$ cat config.mk
export PLATFORM = sky130hd
export DESIGN_NAME = thresh_acq_timer
export DESIGN_NICKNAME = d
export VERILOG_FILES = /design/src/rtl/acq_pkg.sv /design/src/rtl/acq_tick.sv /design/src/rtl/acq_edge.sv /design/src/rtl/acq_ctrl.sv /design/src/rtl/thresh_acq_timer.sv
export SDC_FILE = /design/constraint.sdc
export NUM_CORES = 1
export LEC_CHECK = 0
export BUFFER_PORTS_ARGS = -buffer_cell sky130_fd_sc_hd__buf_4
export CORE_MARGIN = 2
export CORE_UTILIZATION = 28
export CTS_BUF_LIST = sky130_fd_sc_hd__clkbuf_4
export DETAILED_ROUTE_END_ITERATION = 16
export PLACE_DENSITY = 0.45
export REMOVE_ABC_BUFFERS = 1
export SYNTH_ARGS = -nofsm -noshare
export SYNTH_HDL_FRONTEND = slang
export SYNTH_SLANG_ARGS = --single-unit
$ cat constraint.sdc
create_clock -name clk -period 3.9 [get_ports clk]
set_input_delay 0.195 -clock clk [delete_from_list [all_inputs] [get_ports clk]]
set_output_delay 0.195 -clock clk [all_outputs]
set_load 0.05 [all_outputs]
$ cat src/rtl/acq_pkg.sv
package acq_pkg;

  typedef enum logic [2:0] {
    ST_IDLE,
    ST_WAIT_START,
    ST_WAIT_STOP,
    ST_WAIT_DELAY,
    ST_DONE
  } acq_state_e;

  localparam logic MODE_TIME = 1'b0;
  localparam logic MODE_AMPL = 1'b1;

  function automatic int wmax(input int a, input int b);
    return (a > b) ? a : b;
  endfunction

  // Directional crossing: rising needs prev < thr <= cur, falling needs prev > thr >= cur.
  function automatic logic crossing(input logic [31:0] prev, input logic [31:0] cur,
                                    input logic [31:0] thr, input logic rise);
    if (rise) return (prev < thr) && (cur >= thr);
    else      return (prev > thr) && (cur <= thr);
  endfunction

endpackage

$ cat src/rtl/acq_tick.sv
module acq_tick #(
  parameter int DIV = 125
) (
  input  logic clk,
  input  logic rst_n,
  input  logic restart,
  output logic tick
);
  localparam int PW = (DIV > 1) ? $clog2(DIV) : 1;

  generate
    if (DIV > 1) begin : g_div
      logic [PW-1:0] cnt;
      always_ff @(posedge clk) begin
        if (!rst_n) cnt <= '0;
        else if (restart || cnt == PW'(DIV - 1)) cnt <= '0;
        else cnt <= cnt + PW'(1);
      end
      assign tick = !restart && (cnt == PW'(DIV - 1));
    end else begin : g_pass
      assign tick = !restart;
    end
  endgenerate
endmodule

$ cat src/rtl/acq_edge.sv
module acq_edge
  import acq_pkg::*;
#(
  parameter int DATA_W = 12,
  parameter int NTRIG  = 2
) (
  input  logic                        clk,
  input  logic                        rst_n,
  input  logic                        samp_valid,
  input  logic [DATA_W-1:0]           samp_data,
  input  logic [NTRIG-1:0][DATA_W-1:0] thr,
  input  logic [NTRIG-1:0]            rise,
  output logic [NTRIG-1:0]            hit,
  output logic [DATA_W-1:0]           cur_val
);
  logic [DATA_W-1:0] prev_q;
  logic              have_prev;

  always_ff @(posedge clk) begin
    if (!rst_n) begin
      prev_q    <= '0;
      have_prev <= 1'b0;
    end else if (samp_valid) begin
      prev_q    <= samp_data;
      have_prev <= 1'b1;
    end
  end

  assign cur_val = samp_valid ? samp_data : prev_q;

  for (genvar i = 0; i < NTRIG; i++) begin : g_trig
    assign hit[i] = samp_valid && have_prev &&
                    crossing(32'(prev_q), 32'(samp_data), 32'(thr[i]), rise[i]);
  end
endmodule

$ cat src/rtl/acq_ctrl.sv
module acq_ctrl
  import acq_pkg::*;
#(
  parameter int DATA_W = 12,
  parameter int CNT_W  = 16,
  parameter int RES_W  = 16
) (
  input  logic              clk,
  input  logic              rst_n,
  input  logic              arm,
  input  logic              mode,
  input  logic [CNT_W-1:0]  delay,
  input  logic [CNT_W-1:0]  tmo_lim,
  input  logic              start_hit,
  input  logic              stop_hit,
  input  logic              tick,
  input  logic [DATA_W-1:0] cur_val,
  output acq_state_e        state,
  output logic              restart,
  output logic [RES_W-1:0]  result,
  output logic              timed_out
);
  logic [CNT_W-1:0] elapsed;

  function automatic logic last_tick(input logic [CNT_W-1:0] cnt, input logic [CNT_W-1:0] lim);
    return (lim != '0) && ((cnt + CNT_W'(1)) == lim);
  endfunction

  assign restart = !arm && (state == ST_WAIT_START) && start_hit;

  always_ff @(posedge clk) begin
    if (!rst_n) begin
      state     <= ST_IDLE;
      elapsed   <= '0;
      result    <= '0;
      timed_out <= 1'b0;
    end else if (arm) begin
      state     <= ST_WAIT_START;
      elapsed   <= '0;
      result    <= '0;
      timed_out <= 1'b0;
    end else begin
      case (state)
        ST_WAIT_START: if (start_hit) begin
          elapsed <= '0;
          if (mode == MODE_AMPL && delay == '0) begin
            result <= RES_W'(cur_val);
            state  <= ST_DONE;
          end else begin
            state <= (mode == MODE_AMPL) ? ST_WAIT_DELAY : ST_WAIT_STOP;
          end
        end
        ST_WAIT_STOP: begin
          if (stop_hit) begin
            result <= RES_W'(elapsed) + RES_W'(tick);
            state  <= ST_DONE;
          end else if (tick) begin
            if (last_tick(elapsed, tmo_lim)) begin
              timed_out <= 1'b1;
              state     <= ST_DONE;
            end else begin
              elapsed <= elapsed + CNT_W'(1);
            end
          end
        end
        ST_WAIT_DELAY: if (tick) begin
          if (last_tick(elapsed, delay)) begin
            result <= RES_W'(cur_val);
            state  <= ST_DONE;
          end else begin
            elapsed <= elapsed + CNT_W'(1);
          end
        end
        default: ;
      endcase
    end
  end
endmodule

$ cat src/rtl/thresh_acq_timer.sv
module thresh_acq_timer
  import acq_pkg::*;
#(
  parameter int DATA_W   = 12,
  parameter int CNT_W    = 16,
  parameter int TICK_DIV = 125,
  localparam int RES_W   = acq_pkg::wmax(DATA_W, CNT_W)
) (
  input  logic              clk,
  input  logic              rst_n,
  input  logic              arm,
  input  logic              cfg_mode,
  input  logic [DATA_W-1:0] cfg_start_thr,
  input  logic              cfg_start_rise,
  input  logic [DATA_W-1:0] cfg_stop_thr,
  input  logic              cfg_stop_rise,
  input  logic [CNT_W-1:0]  cfg_delay,
  input  logic [CNT_W-1:0]  cfg_timeout,
  input  logic              samp_valid,
  input  logic [DATA_W-1:0] samp_data,
  output logic              done,
  output logic              timed_out,
  output logic [RES_W-1:0]  result
);
  logic [1:0]        hits;
  logic              start_hit, stop_hit, tick, restart;
  logic [DATA_W-1:0] cur_val;
  acq_state_e        state;

  acq_edge #(.DATA_W(DATA_W), .NTRIG(2)) u_edge (
    .clk(clk), .rst_n(rst_n), .samp_valid(samp_valid), .samp_data(samp_data),
    .thr({cfg_stop_thr, cfg_start_thr}), .rise({cfg_stop_rise, cfg_start_rise}),
    .hit(hits), .cur_val(cur_val)
  );
  assign start_hit = hits[0];
  assign stop_hit  = hits[1];

  acq_tick #(.DIV(TICK_DIV)) u_tick (
    .clk(clk), .rst_n(rst_n), .restart(restart), .tick(tick)
  );

  acq_ctrl #(.DATA_W(DATA_W), .CNT_W(CNT_W), .RES_W(RES_W)) u_ctrl (
    .clk(clk), .rst_n(rst_n), .arm(arm), .mode(cfg_mode), .delay(cfg_delay),
    .tmo_lim(cfg_timeout), .start_hit(start_hit), .stop_hit(stop_hit), .tick(tick),
    .cur_val(cur_val), .state(state), .restart(restart), .result(result),
    .timed_out(timed_out)
  );

  assign done = (state == ST_DONE);
endmodule

### Word level (Yosys, flattened, before mapping)

Index checks and enable logic that the tools add are counted.

* output and inout port bits: 18
* register bits after elaboration: 56
* word-level logic and storage cells: 98

* bitwise logic cells: 2
* reductions and logical operators: 28
* order comparisons: 8
* multiplexer cells: 26
* equal/unequal tests: 23
* add/sub/neg operators: 3

Operators with widths (number)
* 16-bit 2-to-1 mux: 11
* 16-bit one-hot mux with 3 select lines: 2
* 16-bit == test: 2
* 16-bit nonzero test: 2
* 12-bit greater-or-equal comparator: 2
* 12-bit greater-than comparator: 2
* 12-bit less-or-equal comparator: 2
* 12-bit < comparator: 2
* 3-bit 2-to-1 mux: 7
* 6-bit AND reduction: 3
* 16-bit by 1-bit adder with 16-bit output: 1
* 16-bit by 1-bit adder with 16-bit output (second input constant): 1
* 16-bit zero test: 1
* 3-bit by 2-bit inequality test with 1-bit output (second input constant): 5
* 1-bit logical AND: 13
* 12-bit 2-to-1 mux: 1
* 2-bit inequality test (second input constant): 5
* 3-bit one-hot mux with 3 select lines: 1
* 2-bit by 1-bit inequality test with 1-bit output (second input constant): 4
* 4-bit by 3-bit inequality test with 1-bit output (second input constant): 2
* 7-bit by 1-bit adder with 7-bit output (second input constant): 1
* 7-bit == test (second input constant): 1
* 7-bit AND reduction: 1
* 3-bit by 2-bit == test with 1-bit output (second input constant): 2
* other kinds (10): 16

### Depth between registers and ports, before layout

* depth in word-level cells: 11
* mapped depth: 18
* mapped depth without buffers: 18

### Modules after synthesis

A second synthesis with hierarchy kept.

* cell total of the unflattened synthesis: 717
* area total of the unflattened synthesis: 5675.4 um2

Modules (own cells, without submodules)
* acq_ctrl: sequential area each 720.7 um2, area an instance 3657.3 um2, cells an instance 483, times used 1
* acq_edge: sequential area each 260.2 um2, area an instance 1686.6 um2, cells an instance 197, times used 1
* acq_tick: sequential area each 140.1 um2, area an instance 319.1 um2, cells an instance 36, times used 1
* thresh_acq_timer: sequential area each 0.0 um2, area an instance 12.5 um2, cells an instance 1, times used 1

### Least setup slack after synthesis

No wires, ideal clock.

* kind: register to register
* start point: register u_edge.prev_q[1]
* end point: register u_ctrl.result[11]
* clock period less this slack: 3.061 ns
* cell stages (with the launch flop): 18
* slack: 0.839 ns
* buffers on the path: 0
* library setup time: 0.123 ns
* arrival: 2.938 ns
* required time: 3.777 ns
* cell sequence: dfxtp_1 -> ha_1 -> nor2b_1 -> o211ai_1 -> a211oi_1 -> o31ai_1 -> a2bb2oi_1 -> o31ai_1 -> inv_1 -> ha_1 -> nand3_1 -> nor2_1 -> and3_1 -> and3_1 -> nand2_1 -> xnor2_1 -> o211ai_1 -> mux2i_1

* cells in the longest elaborated chain, start to end: 10

RTL lines
* from (decl): line acq_edge.sv:16 `logic [DATA_W-1:0] prev_q;`
* from (signal assigned): line acq_edge.sv:24 `prev_q <= samp_data;`
* 12-bit greater-than comparator / 12-bit < comparator (equally long branches): line acq_pkg.sv:22, acq_pkg.sv:21
* 1-bit logical AND, on equally long branches: line acq_pkg.sv:22, acq_pkg.sv:21
* 1-bit 2-to-1 mux: line acq_pkg.sv:21 `if (rise) return (prev < thr) && (cur >= thr);`
* 1-bit logical AND: line acq_edge.sv:32 `assign hit[i] = samp_valid && have_prev &&`
* 1-bit logical AND: line acq_ctrl.sv:29 `assign restart = !arm && (state == ST_WAIT_START) && start_hit;`
* 1-bit zero test: line acq_tick.sv:19 `assign tick = !restart && (cnt == PW'(DIV - 1));`
* 1-bit logical AND: line acq_tick.sv:19
* 16-bit by 1-bit adder with 16-bit output: line acq_ctrl.sv:55 `result <= RES_W'(elapsed) + RES_W'(tick);`
* 16-bit 2-to-1 mux: line acq_ctrl.sv:54 `if (stop_hit) begin`
* 16-bit one-hot mux with 3 select lines: line acq_ctrl.sv:43 `case (state)`
* to (signal assigned): line acq_ctrl.sv:47 `result <= RES_W'(cur_val);`
* to (signal assigned): line acq_ctrl.sv:55
* to (signal assigned): line acq_ctrl.sv:68 `result <= RES_W'(cur_val);`
* to (decl): line acq_ctrl.sv:20 `output logic [RES_W-1:0] result,`

Parallel ways exist; a longest one is shown, timed or not. The select of a mux whose other input is x is not followed.
A chain may end at the register's enable or synchronous reset.

### Worst setup path after layout

* start point: register u_ctrl.elapsed[10]
* end point: register u_ctrl.result[4]

* cells in the longest elaborated chain, start to end: 5

RTL lines
* from (decl): line acq_ctrl.sv:23 `logic [CNT_W-1:0] elapsed;`
* from (signal assigned): line acq_ctrl.sv:62 `elapsed <= elapsed + CNT_W'(1);`
* from (signal assigned): line acq_ctrl.sv:71 `elapsed <= elapsed + CNT_W'(1);`
* 16-bit by 1-bit adder with 16-bit output: line acq_ctrl.sv:26 `return (lim != '0) && ((cnt + CNT_W'(1)) == lim);`
* 16-bit == test: line acq_ctrl.sv:26
* 1-bit logical AND: line acq_ctrl.sv:26
* 2-bit by 1-bit inequality test with 1-bit output (no line)
* 6-bit AND reduction (no line)

No other way between the ends.

==> metrics.txt <==
# TYPE chip_impl_metric gauge
chip_impl_info{name="status",value="finished, final reports clean"} 1
chip_impl_info{name="rsz0062_at_grt",value="false"} 1
chip_impl_metric{name="finalHoldViolCount",unit=""} 0
chip_impl_metric{name="detail_route.iter0.violations",unit=""} 264
chip_impl_metric{name="multiplexer_share_of_the_synthesized_area",unit=""} 0.0544
chip_impl_metric{name="grt_util_all_layers",unit=""} 0.164
chip_impl_metric{name="use_met1",unit=""} 0.219
chip_impl_info{name="synth.largest_area_cell",value="dfxtp_1"} 1
chip_impl_metric{name="finalHoldWorstSlack",unit="ns"} 0.0710
chip_impl_metric{name="synth.lib_cells_used.distinct",unit=""} 72
chip_impl_info{name="synthFlopType",value="dfxtp_1"} 1
chip_impl_metric{name="final_max_slew_viol_count",unit=""} 0
chip_impl_metric{name="cts_sinks",unit=""} 56
chip_impl_metric{name="critPathArrivalTime",unit="ns"} 3.74
chip_impl_metric{name="postSynth.asyncResetShare",unit=""} 0
chip_impl_metric{name="fraction_of_power_consumed_by_the_clock_network",unit=""} 0.231
chip_impl_metric{name="detail_route.wl_per_cell",unit="um"} 16.7
chip_impl_metric{name="power.net_switching",unit="W"} 0.000357
chip_impl_metric{name="groute.layer.met3.usage",unit=""} 0.0202
chip_impl_metric{name="ctsLongestPathBuffers",unit=""} 2
chip_impl_metric{name="ys.warnings.count",unit=""} 0
chip_impl_metric{name="tns",unit="ns"} 0
chip_impl_metric{name="sw_frac_of_total",unit=""} 0.309
chip_impl_info{name="critPathCaptureType",value="flop"} 1
chip_impl_metric{name="powerDensity",unit="nW/um2"} 180
chip_impl_metric{name="number_of_enable_type_register_cells_in_the_synthesized_netlist",unit=""} 0
chip_impl_metric{name="synth_area",unit="um2"} 5330
chip_impl_metric{name="initial_core_util",unit=""} 0.285
chip_impl_metric{name="tightest_slew",unit="ns"} 0.964
chip_impl_metric{name="drtPass1Iterations",unit=""} 5
chip_impl_metric{name="synthesis.area_per_instance",unit="um2"} 7.99
chip_impl_metric{name="synthToLayoutAreaGrowth",unit="%"} 20.7
chip_impl_info{name="critPathLaunchType",value="flop"} 1
chip_impl_metric{name="wl",unit="um"} 16700
chip_impl_metric{name="part_of_the_cycle_the_worst_path_needs",unit=""} 0.887
chip_impl_metric{name="timing.max_cap.violations",unit=""} 0
chip_impl_metric{name="grt_overflow",unit=""} 0
chip_impl_metric{name="intPower",unit="W"} 0.000799
chip_impl_metric{name="clk_transition_reported_paths",unit="ns"} 0.17
chip_impl_metric{name="relSlewSlack",unit=""} 0.356
chip_impl_metric{name="finalClockSkew",unit="ns"} 0.0144
chip_impl_metric{name="period_minus_slack",unit="ns"} 3.46
chip_impl_metric{name="reg2reg_setup_slack",unit="ns"} 0.44
chip_impl_info{name="gr-max-usage-layer",value="met2"} 1
chip_impl_info{name="tritoncts",value="done"} 1
chip_impl_metric{name="number_of_vias_per_cell",unit=""} 5.27
chip_impl_metric{name="synth_compound_area_frac",unit=""} 0.167
chip_impl_metric{name="fraction_of_final_layout_cells_with_drive_strength_greater_than_1",unit=""} 0.208
chip_impl_metric{name="finalSetupViolCount",unit=""} 0
chip_impl_metric{name="cts_made_buffers",unit=""} 5
chip_impl_metric{name="core",unit="um2"} 18700
chip_impl_info{name="synth_top_cells_by_area",value="dfxtp_1 21%, ha_1 12%, xnor2_1 5.9%"} 1
chip_impl_metric{name="p_seq_frac",unit=""} 0.515
chip_impl_info{name="root_buffer",value="clkbuf_4"} 1
chip_impl_metric{name="max_vdd_drop",unit="mV"} 0.132
chip_impl_metric{name="routed-via-count",unit=""} 5266
chip_impl_metric{name="grt_pass1_wl",unit="um"} 26500
chip_impl_metric{name="antenna_cells_inserted",unit=""} 0
chip_impl_metric{name="critical_path.max_fanout",unit=""} 9
chip_impl_metric{name="cp.required",unit="ns"} 4.18
chip_impl_info{name="worst_hold_path_type",value="primary input to flop"} 1
chip_impl_metric{name="antenna_found_initial",unit=""} 0
chip_impl_metric{name="ant_nets",unit=""} 0
chip_impl_info{name="timing_worst_setup_path_type",value="flop to flop"} 1
chip_impl_metric{name="htree_levels",unit=""} 2
chip_impl_metric{name="highest_clock_rate",unit="MHz"} 289
chip_impl_metric{name="ys_seq_area_frac",unit=""} 0.210
chip_impl_metric{name="place.gp.congestion",unit=""} 0.834
chip_impl_metric{name="post_synth_inst_count",unit=""} 667
chip_impl_metric{name="die_x",unit="um"} 142
chip_impl_metric{name="floorplan.die.height",unit="um"} 142
chip_impl_metric{name="buffer_ports.inserted",unit=""} 92
chip_impl_metric{name="combinationalPowerShare",unit=""} 0.253
chip_impl_metric{name="rows",unit=""} 50
chip_impl_metric{name="p_leak",unit="nW"} 2.88
chip_impl_metric{name="dpl_worst_slack",unit="ns"} 0.216
chip_impl_metric{name="synth_adder_area_share",unit=""} 0.126
chip_impl_metric{name="clock_insertion_delay_worst_skew",unit="ns"} 0.39
chip_impl_metric{name="dp_hpwl",unit="um"} 13800
chip_impl_info{name="synth_top_family_by_area",value="simple AND/OR/NAND/NOR gates"} 1
chip_impl_metric{name="setup_ws",unit="ns"} 0.439
chip_impl_metric{name="synth_largest_type_area_fraction",unit=""} 0.210
chip_impl_metric{name="final_nets",unit=""} 893
chip_impl_metric{name="synth.ff_latch_count",unit=""} 56
chip_impl_metric{name="grt_pass1_vias",unit=""} 5098
chip_impl_metric{name="fp.dieArea",unit="um2"} 20200
chip_impl_metric{name="yosys.area_share.xor_xnor",unit=""} 0.0838
chip_impl_metric{name="met2_track_demand_over_resource",unit=""} 0.282
chip_impl_metric{name="io-pin-count",unit=""} 93
chip_impl_metric{name="largest_net_degree_at_the_start_of_global_routing",unit=""} 48
chip_impl_metric{name="detail_route.drc_violations",unit=""} 0
chip_impl_metric{name="area_fraction_in_and_or_nand_and_nor_cells_after_synthesis",unit=""} 0.278
[layout make-up]
class	instances	area [um2]
well taps	234	293
flip-flops and latches	56	1120
clock inverters	2	11.3
clock buffers	6	45.0
inverters	39	146
repair buffers	131	1020
fillers	1995	12300
multi-input cells	532	3800
[flip-flops by register name, indices dropped and copies added (netlist names)]
| register | count |
|---|---|
| u_ctrl.elapsed | 16 |
| u_ctrl.result | 16 |
| u_edge.prev_q | 12 |
| u_tick.g_div.cnt | 7 |
| u_ctrl.state | 3 |
| u_ctrl.timed_out | 1 |
| u_edge.have_prev | 1 |
[cells in the final DEF, fill, tap and decap left out, types with 20 or more instances in the layout]
master	instances
nor2_1	50
xnor2_1	36
nor3_1	20
ha_1	53
buf_4	128
dfxtp_1	56
a21oi_1	32
nand2_1	67
mux2i_1	29
inv_1	39
[critical path, cell delays in order (launching register included)]
cell and delay [ns]:
dfxtp_1 0.62, nand4_1 0.33, nor4_4 0.35, xnor2_1 0.28, xnor2_1 0.15, nor4_1 0.52
buf_4 0.20, nand4_1 0.12, a31oi_2 0.26, o221ai_2 0.17, buf_4 0.23, mux2i_1 0.11
[repair_timing]
item / in CTS / in global routing
hold buffers: 0 / 0
gates resized for setup: 0 / 1
setup buffers: 0 / 0
endpoints found under the hold margin: 0 / 0
endpoints found under the setup margin: 0 / 1
[cells in the mapped netlist, types with 3 or more instances]
| cell | n |
|---|---|
| nor2_1 | 51 |
| and2_1 | 11 |
| clkbuf_1 | 16 |
| nor2b_1 | 11 |
| o31ai_1 | 9 |
| nand2_1 | 67 |
| inv_1 | 39 |
| dfxtp_1 | 56 |
| nor3_1 | 20 |
| a211o_2 | 3 |
| and4_1 | 7 |
| o21ai_0 | 15 |
| buf_2 | 4 |
| a21o_1 | 3 |
| o311ai_0 | 8 |
| mux2i_1 | 29 |
| or3_1 | 5 |
| a31oi_1 | 5 |
| and3_1 | 7 |
| xor2_1 | 15 |
| nor4_1 | 16 |
| nand4b_1 | 5 |
| nand3_1 | 19 |
| a2bb2oi_1 | 3 |
| xnor2_1 | 36 |
| a211o_1 | 4 |
| nor3b_1 | 4 |
| nand2b_1 | 9 |
| a21oi_1 | 32 |
| ha_1 | 53 |
| nand3b_1 | 5 |
| o211ai_1 | 15 |
| buf_4 | 5 |
| o21a_1 | 3 |
| nand4_1 | 19 |
| buf_6 | 11 |
[layer usage]
layer	vias up	routed length, um
met5	-	0
met4	0	278
met3	15	764
met2	150	7780
met1	2478	7920
li1	2623	-
[power groups by stage]
stage	sequential [W]	combinational [W]	clock (W)
after global routing	0.000598	0.000330	0.000300
final	0.000596	0.000293	0.000267
after floorplan	0.000606	0.000156	0
after detailed placement	0.000608	0.000293	0
after global placement	0.000608	0.000287	0
after CTS	0.000596	0.000294	0.000281
[cells by family after synthesis]
| logic type | after synthesis |
|---|---|
| AOI/OAI and AO/OA | 126 |
| xor gates and xnor gates | 51 |
| adders and majority gates | 54 |
| buffers and inverters | 79 |
| DFF | 56 |
| muxes | 29 |
| and+or+nand+nor | 272 |
[worst paths after layout]
check                                        start               end  cells after the start
worst max-delay path            u_ctrl.elapsed[10]  u_ctrl.result[4]                     11
worst min-delay path                      cfg_mode   u_ctrl.state[0]                      3
worst max register to register  u_ctrl.elapsed[10]  u_ctrl.result[4]                     11
worst min register to register    u_ctrl.result[1]  u_ctrl.result[1]                      2
[per-stage QoR]
step | instance area (um2) | std cells | utilization | total power (W)
2_1_floorplan | 5050 | 627 | - | 0.000762
3_3_place_gp | 6370 | 992 | 0.341 | 0.000896
3_5_place_dp | 6370 | 992 | 0.341 | 0.000901
4_1_cts | 6430 | 1000 | 0.344 | 0.00117
5_1_grt | 6430 | 1000 | 0.344 | 0.00123
6_report | 6430 | 1000 | 0.344 | 0.00116
(Power assumes the default switching activity.)
